**src/rtl/aom_pkg.sv**
```systemverilog
package aom_pkg;
    localparam int SIZE_W  = 2;
    localparam int OFF_W   = 4;
    localparam int LANES   = 1 << OFF_W;
    localparam int MID_LO  = OFF_W;
    localparam int MID_HI  = 11;
    localparam int HASH_LO = MID_HI + 1;
    localparam int HASH_HI = 22;
    localparam int HASH_W  = 4;
    localparam int MAXB    = 8;

    typedef logic [SIZE_W-1:0]        size_t;
    typedef logic [LANES-1:0]         lane_t;
    typedef logic [HASH_W-1:0]        hash_t;
    typedef logic [MID_HI-MID_LO:0]   mid_t;

    typedef struct packed {
        logic  valid;
        logic  spill;
        mid_t  mid;
        hash_t hash;
        lane_t lanes;
    } slot_key_t;
endpackage

```
**src/rtl/aom_lane_mask.sv**
```systemverilog
module aom_lane_mask
    import aom_pkg::*;
(
    input  logic [OFF_W-1:0] off_i,
    input  size_t            size_i,
    output lane_t            lanes_o,
    output logic             spill_o
);
    localparam int WIDE_W = 2 * LANES;

    logic [MAXB-1:0]   pat;
    logic [WIDE_W-1:0] wide;

    always_comb begin
        unique case (size_i)
            2'd0:    pat = 8'h01;
            2'd1:    pat = 8'h03;
            2'd2:    pat = 8'h0F;
            default: pat = 8'hFF;
        endcase
        wide    = WIDE_W'(pat) << off_i;
        lanes_o = wide[LANES-1:0];
        spill_o = |wide[WIDE_W-1:LANES];
    end

    // The shifted pattern holds exactly the access width in bytes
    always_comb begin
        p_lane_count_r2: assert ($countones(wide) == (1 << size_i))
            else $error("lane pattern width mismatch");
    end
endmodule

```
**src/rtl/aom_hash_fold.sv**
```systemverilog
module aom_hash_fold
    import aom_pkg::*;
(
    input  logic [HASH_HI:HASH_LO] bits_i,
    output hash_t                  hash_o
);
    always_comb begin
        hash_o = '0;
        for (int b = HASH_LO; b <= HASH_HI; b++) begin
            hash_o[(b - HASH_LO) % HASH_W] ^= bits_i[b];
        end
    end
endmodule

```
**src/rtl/aom_slot_key.sv**
```systemverilog
module aom_slot_key
    import aom_pkg::*;
#(
    parameter int ADDR_W = 64
) (
    input  logic              valid_i,
    input  logic [ADDR_W-1:0] addr_i,
    input  size_t             size_i,
    output slot_key_t         key_o
);
    lane_t lanes;
    logic  spill;
    hash_t hash;
    logic  unused_high;

    aom_lane_mask u_mask (
        .off_i   (addr_i[OFF_W-1:0]),
        .size_i  (size_i),
        .lanes_o (lanes),
        .spill_o (spill)
    );

    aom_hash_fold u_hash (
        .bits_i (addr_i[HASH_HI:HASH_LO]),
        .hash_o (hash)
    );

    assign unused_high = ^addr_i[ADDR_W-1:HASH_HI+1];

    always_comb begin
        key_o.valid = valid_i;
        key_o.spill = spill;
        key_o.mid   = addr_i[MID_HI:MID_LO];
        key_o.hash  = hash;
        key_o.lanes = lanes;
    end
endmodule

```
**src/rtl/aom_pair_cmp.sv**
```systemverilog
module aom_pair_cmp
    import aom_pkg::*;
(
    input  slot_key_t a_i,
    input  slot_key_t b_i,
    output logic      hit_o
);
    logic mid_eq, lane_hit, hash_eq;

    always_comb begin
        mid_eq   = (a_i.mid == b_i.mid);
        lane_hit = |(a_i.lanes & b_i.lanes);
        hash_eq  = (a_i.hash == b_i.hash);
        hit_o    = a_i.valid & b_i.valid &
                   (a_i.spill | b_i.spill | (mid_eq & lane_hit & hash_eq));
    end
endmodule

```
**src/rtl/addr_overlap_matrix.sv**
```systemverilog
module addr_overlap_matrix
    import aom_pkg::*;
#(
    parameter int NUM_LD = 4,
    parameter int NUM_ST = 4,
    parameter int ADDR_W = 64
) (
    input  logic [NUM_LD-1:0]        ld_valid_i,
    input  logic [NUM_LD*ADDR_W-1:0] ld_addr_i,
    input  logic [NUM_LD*SIZE_W-1:0] ld_size_i,
    input  logic [NUM_ST-1:0]        st_valid_i,
    input  logic [NUM_ST*ADDR_W-1:0] st_addr_i,
    input  logic [NUM_ST*SIZE_W-1:0] st_size_i,
    output logic [(NUM_LD+NUM_ST)*(NUM_LD+NUM_ST)-1:0] overlap_o
);
    localparam int NSLOT = NUM_LD + NUM_ST;

    slot_key_t key [NSLOT];

    for (genvar s = 0; s < NSLOT; s++) begin : g_slot
        if (s < NUM_LD) begin : g_ld
            aom_slot_key #(.ADDR_W(ADDR_W)) u_key (
                .valid_i (ld_valid_i[s]),
                .addr_i  (ld_addr_i[s*ADDR_W +: ADDR_W]),
                .size_i  (ld_size_i[s*SIZE_W +: SIZE_W]),
                .key_o   (key[s])
            );
        end else begin : g_st
            aom_slot_key #(.ADDR_W(ADDR_W)) u_key (
                .valid_i (st_valid_i[s-NUM_LD]),
                .addr_i  (st_addr_i[(s-NUM_LD)*ADDR_W +: ADDR_W]),
                .size_i  (st_size_i[(s-NUM_LD)*SIZE_W +: SIZE_W]),
                .key_o   (key[s])
            );
        end
    end

    for (genvar i = 0; i < NSLOT; i++) begin : g_row
        for (genvar j = 0; j < NSLOT; j++) begin : g_col
            if (i == j) begin : g_diag
                assign overlap_o[i*NSLOT+j] = 1'b0;
            end else if (j > i) begin : g_upper
                logic hit;
                aom_pair_cmp u_cmp (
                    .a_i   (key[i]),
                    .b_i   (key[j]),
                    .hit_o (hit)
                );
                assign overlap_o[i*NSLOT+j] = hit;
                assign overlap_o[j*NSLOT+i] = hit;
            end
        end
    end

    always_comb begin
        for (int i = 0; i < NSLOT; i++) begin
            for (int j = 0; j < NSLOT; j++) begin
                if (i != j) begin
                    if (!key[i].valid) begin
                        p_invalid_quiet_r3: assert (!overlap_o[i*NSLOT+j])
                            else $error("invalid slot reported");
                    end
                    if (key[i].valid && key[j].valid && key[i].spill) begin
                        p_spill_conflict_r9: assert (overlap_o[i*NSLOT+j])
                            else $error("line-crossing slot not flagged");
                    end
                    if (overlap_o[i*NSLOT+j] && !key[i].spill && !key[j].spill) begin
                        p_mid_equal_r6: assert (key[i].mid == key[j].mid)
                            else $error("overlap with differing middle field");
                        p_hash_equal_r8: assert (key[i].hash == key[j].hash)
                            else $error("overlap with differing hash");
                        p_lanes_meet_r7: assert (|(key[i].lanes & key[j].lanes))
                            else $error("overlap with disjoint lanes");
                    end
                end
            end
        end
    end
endmodule

```
**config.mk**
```make
export PLATFORM = sky130hd
export DESIGN_NAME = addr_overlap_matrix
export DESIGN_NICKNAME = d
export VERILOG_FILES = /design/src/rtl/aom_pkg.sv /design/src/rtl/aom_lane_mask.sv /design/src/rtl/aom_hash_fold.sv /design/src/rtl/aom_slot_key.sv /design/src/rtl/aom_pair_cmp.sv /design/src/rtl/addr_overlap_matrix.sv
export SDC_FILE = /design/constraint.sdc
export NUM_CORES = 1
export LEC_CHECK = 0
export BUFFER_PORTS_ARGS = -buffer_cell sky130_fd_sc_hd__buf_2
export CELL_PAD_IN_SITES_DETAIL_PLACEMENT = 1
export CELL_PAD_IN_SITES_GLOBAL_PLACEMENT = 2
export CORE_MARGIN = 2
export CORE_UTILIZATION = 22
export DETAILED_ROUTE_END_ITERATION = 6
export PLACE_DENSITY = 0.82
export SLEW_MARGIN = 20
export SYNTH_ARGS = -nofsm -noshare
export SYNTH_HDL_FRONTEND = slang
export SYNTH_SLANG_ARGS = --single-unit
```
**constraint.sdc**
```tcl
create_clock -name vclk -period 2.4
set_input_delay 0.24 -clock vclk [all_inputs]
set_output_delay 0.24 -clock vclk [all_outputs]
set_load 0.05 [all_outputs]
```
==> results by group <==
Run status
  • Status: finished with violations
  • Failing checks: setup timing

Finish
  • Final core occ: 0.445
  • NumNets Final: between 3000 and 4000
  • Area taken by multi-input logic gates: 12600 um^2
  • Clock buffer count: 0
  • Layout cells sized above 1: 0.570
  • Synth-to-Final Area Change: 99.3%
  • Non-filler instance count after layout: around 3200
  • Seq cells: 0
  • Fill count: ~6100
  • Register area: 0 um^2
  • N_diodes: 0

Timing
  • Unrepaired setup endpoints after global routing: yes
  • Fmax achieved: 361 MHz
  • Max-Slew Margin vs Limit: 0.610
  • Setup_tns: -12.42 ns
  • Slew Limit Fails: 0
  • Min Tclk post-route: ~2.8 ns
  • Final Setup Violations: 56
  • Worst-Margin Slew: between 0.5 and 0.6 ns
  • Final setup margin: -0.374 ns
  • Final Hold Vio Count: 0
  • Tcrit/Tclk final: 1.16

Detailed routing
  • Vias: ~18000
  • Vias per std cell: 5.63
  • Initial detailed-routing violation count: between 1000 and 1500
  • Wirelength, routed: 84.4 mm
  • Post-route antenna net violation count: 0
  • Wire per inst: around 26 um
  • Pre-antenna DRT Iters: 5
  • Residual DRC: 0

Power
  • Sequential share of power: 0
  • Combinational Power Share: 1.000
  • Clock Power Share: 0
  • Peak supply drop: between 0.1 and 0.15 mV
  • P_int: between 0.002 and 0.003 W
  • LEAKAGE: 9.35 nW
  • Power density over the cells: ~270 nW/um^2
  • Total net switching power: between 0.003 and 0.004 W
  • Switch share: 0.535

GRT
  • Grt met3 use: 0.0315
  • Grt met1 use: 0.330
  • First-pass GRT wire length: about 120 mm
  • Total GRT Usage: 0.284
  • Remaining Overflow, GRT: 0
  • Largest net degree at the start of global routing: 18
  • Gr busiest metal: met2
  • Antenna violations before repair: 0
  • GR Util met2: 0.519
  • Vias in the first global route: 19243

Synth
  • Mapped Cells: about 1700
  • Area leader, netlist: xnor2_1
  • Number of distinct library cells after synthesis: 96
  • Synth top area share: 0.153
  • Post-Syn Area: about 12000 um^2
  • Sequential fraction of the synthesis area: 0
  • Area contributors post-synth: xnor2_1 (15%), xor2_1 (14%), buf_4 (5.3%)
  • Synth Warn #: 0
  • Post-Syn Area per Cell: between 6 and 7 um^2

Floorplanning
  • IO Pins: 600
  • Die X: ~230 um
  • Die height: roughly 230 um
  • Core footprint: 51600 um^2
  • # rows: 83
  • Starting Density: 0.223
  • Die ar.: 54300 um^2

Setup path
  • Critical path endpoint category: output pin
  • CP Launch Type: input port
  • Setup crit start: ld_size_i[5]
  • Crit path to: overlap_o[42]
  • Req. time, crit path: ~2.2 ns
  • Top fanout value on the critical path: 7
  • Worst Setup Path Type: input port to output pin
  • Crit path DAT: ~2.5 ns

Placed design
  • Dpl ws: -0.826 ns
  • Placed cells: a little over 3000
  • Detailed placer's ending HPWL: 62.4 mm
  • Placer Congestion: about 1.0
  • PortBufs: ~260

Run
  • Max cap viols: 0

Min path
  • Min-delay worst type: input port to output pin
[worst min-delay path by stage]
stage	cells past startpoint	from	end	slack [ns]
6_report	4	ld_valid_i[3]	overlap_o[25]	1.14
3_3_place_gp	4	ld_valid_i[3]	overlap_o[29]	1.22
4_1_cts	4	ld_valid_i[3]	overlap_o[25]	1.13
2_1_floorplan	5	ld_valid_i[2]	overlap_o[21]	0.88
5_1_grt	4	ld_valid_i[3]	overlap_o[11]	1.15
3_5_place_dp	5	ld_valid_i[3]	overlap_o[19]	1.22
[Yosys cell counts (7+ instances only)]
| library cell | count |
|---|---|
| xnor2_1 | 202 |
| xor2_1 | 190 |
| nand2_1 | 101 |
| nor2_1 | 93 |
| buf_4 | 81 |
| o22ai_1 | 78 |
| clkbuf_1 | 69 |
| nand3_1 | 67 |
| nor4_1 | 64 |
| o211ai_1 | 59 |
| o21ai_0 | 52 |
| nor3_1 | 51 |
| a21oi_1 | 47 |
| buf_2 | 46 |
| nand4_1 | 38 |
| o221ai_1 | 35 |
| a211oi_1 | 29 |
| o21ai_1 | 28 |
| inv_1 | 23 |
| a21o_1 | 19 |
| nor2b_1 | 19 |
| a22oi_1 | 16 |
| o21a_1 | 15 |
| and2_1 | 13 |
| o2111ai_1 | 13 |
| o22a_1 | 13 |
| buf_1 | 12 |
| or3_1 | 12 |
| and3b_1 | 11 |
| a31oi_1 | 10 |
| buf_6 | 10 |
| a211o_1 | 9 |
| a22o_1 | 9 |
| nand3b_1 | 9 |
| a221oi_1 | 8 |
| and4b_1 | 7 |
| nand2b_1 | 7 |
[cells by family (layout without fill, tap and decap cells)]
kind of cell | count (synthesis) | in the layout | share of synthesized area
compound gates | 522 | 522 | 0.336
xor+xnor | 392 | 392 | 0.298
fa+ha+maj | 7 | 7 | 0.00640
buf+inv | 244 | 1098 | 0.117
other cells | 1 | 8 | 0.000325
simple gates | 527 | 527 | 0.242
[per-layer routing]
metal | vias up | wire length [um]
li1 | 8001 | -
met1 | 8979 | 31500
met2 | 876 | 42100
met3 | 338 | 5480
met4 | 0 | 5370
met5 | - | 0
[cell type report]
type | instances | area share
inverters | 25 | 0.00446
multi-input cells | 1456 | 0.550
well taps | 680 | 0.0370
repair buffers | 1073 | 0.408
[worst max-delay path, cell delays in order]
cell and delay [ns]:
buf_8 0.10, buf_6 0.12, a21o_1 0.20, a22oi_2 0.21
o211ai_1 0.18, buf_4 0.21, a222oi_1 0.38, o2111ai_1 0.24
nor3_2 0.22, o21ai_1 0.09, buf_4 0.17, buf_12 0.15
[placed cells by master (no fill, tap or decap), drive strengths merged, types with 14 or more instances in the layout]
cell    Yosys  layout
nor2       95      95
a31oi      14      14
a22oi      16      16
nor4       66      66
nand3      68      68
a211oi     34      34
xnor2     202     202
o21a       17      17
o221ai     35      35
inv        24      22
buf       149    1069
xor2      190     190
nand2     101     101
o21ai      80      80
o22ai      78      78
nor3       52      52
nand4      38      38
a21o       19      19
o211ai     60      60
a21oi      50      50
nor2b      20      20
[what timing repair did]
item | 4_1_cts | 5_1_grt
pin swaps | 197 | 122
setup buffers | 119 | 69
hold buffers | 0 | 0
cloned | 4 | 2
endpoints found under the setup margin | 56 | 56
resized for setup | 643 | 237
hold endpoints to repair | 0 | 0
[stage by stage]
step / instance area, um^2 / hold WS [ns] / total power, W
final: 23000 / 1.14 / 0.00620
after global routing: 23000 / 1.15 / 0.00647
after global placement: 17600 / 1.22 / 0.00458
after CTS: 21300 / 1.13 / 0.00560
after detailed placement: 17600 / 1.22 / 0.00469
after floorplan: 11600 / 0.878 / 0.00249
[power groups by stage]
stage	Sequential [W]	Combinational, W	Clock (W)
floorplan	0	0.00249	0
global placement	0	0.00458	0
detailed placement	0	0.00469	0
CTS	0	0.00560	0
global route	0	0.00647	0
finish	0	0.00620	0
Note: power is estimated with default switching activity, not from simulation.
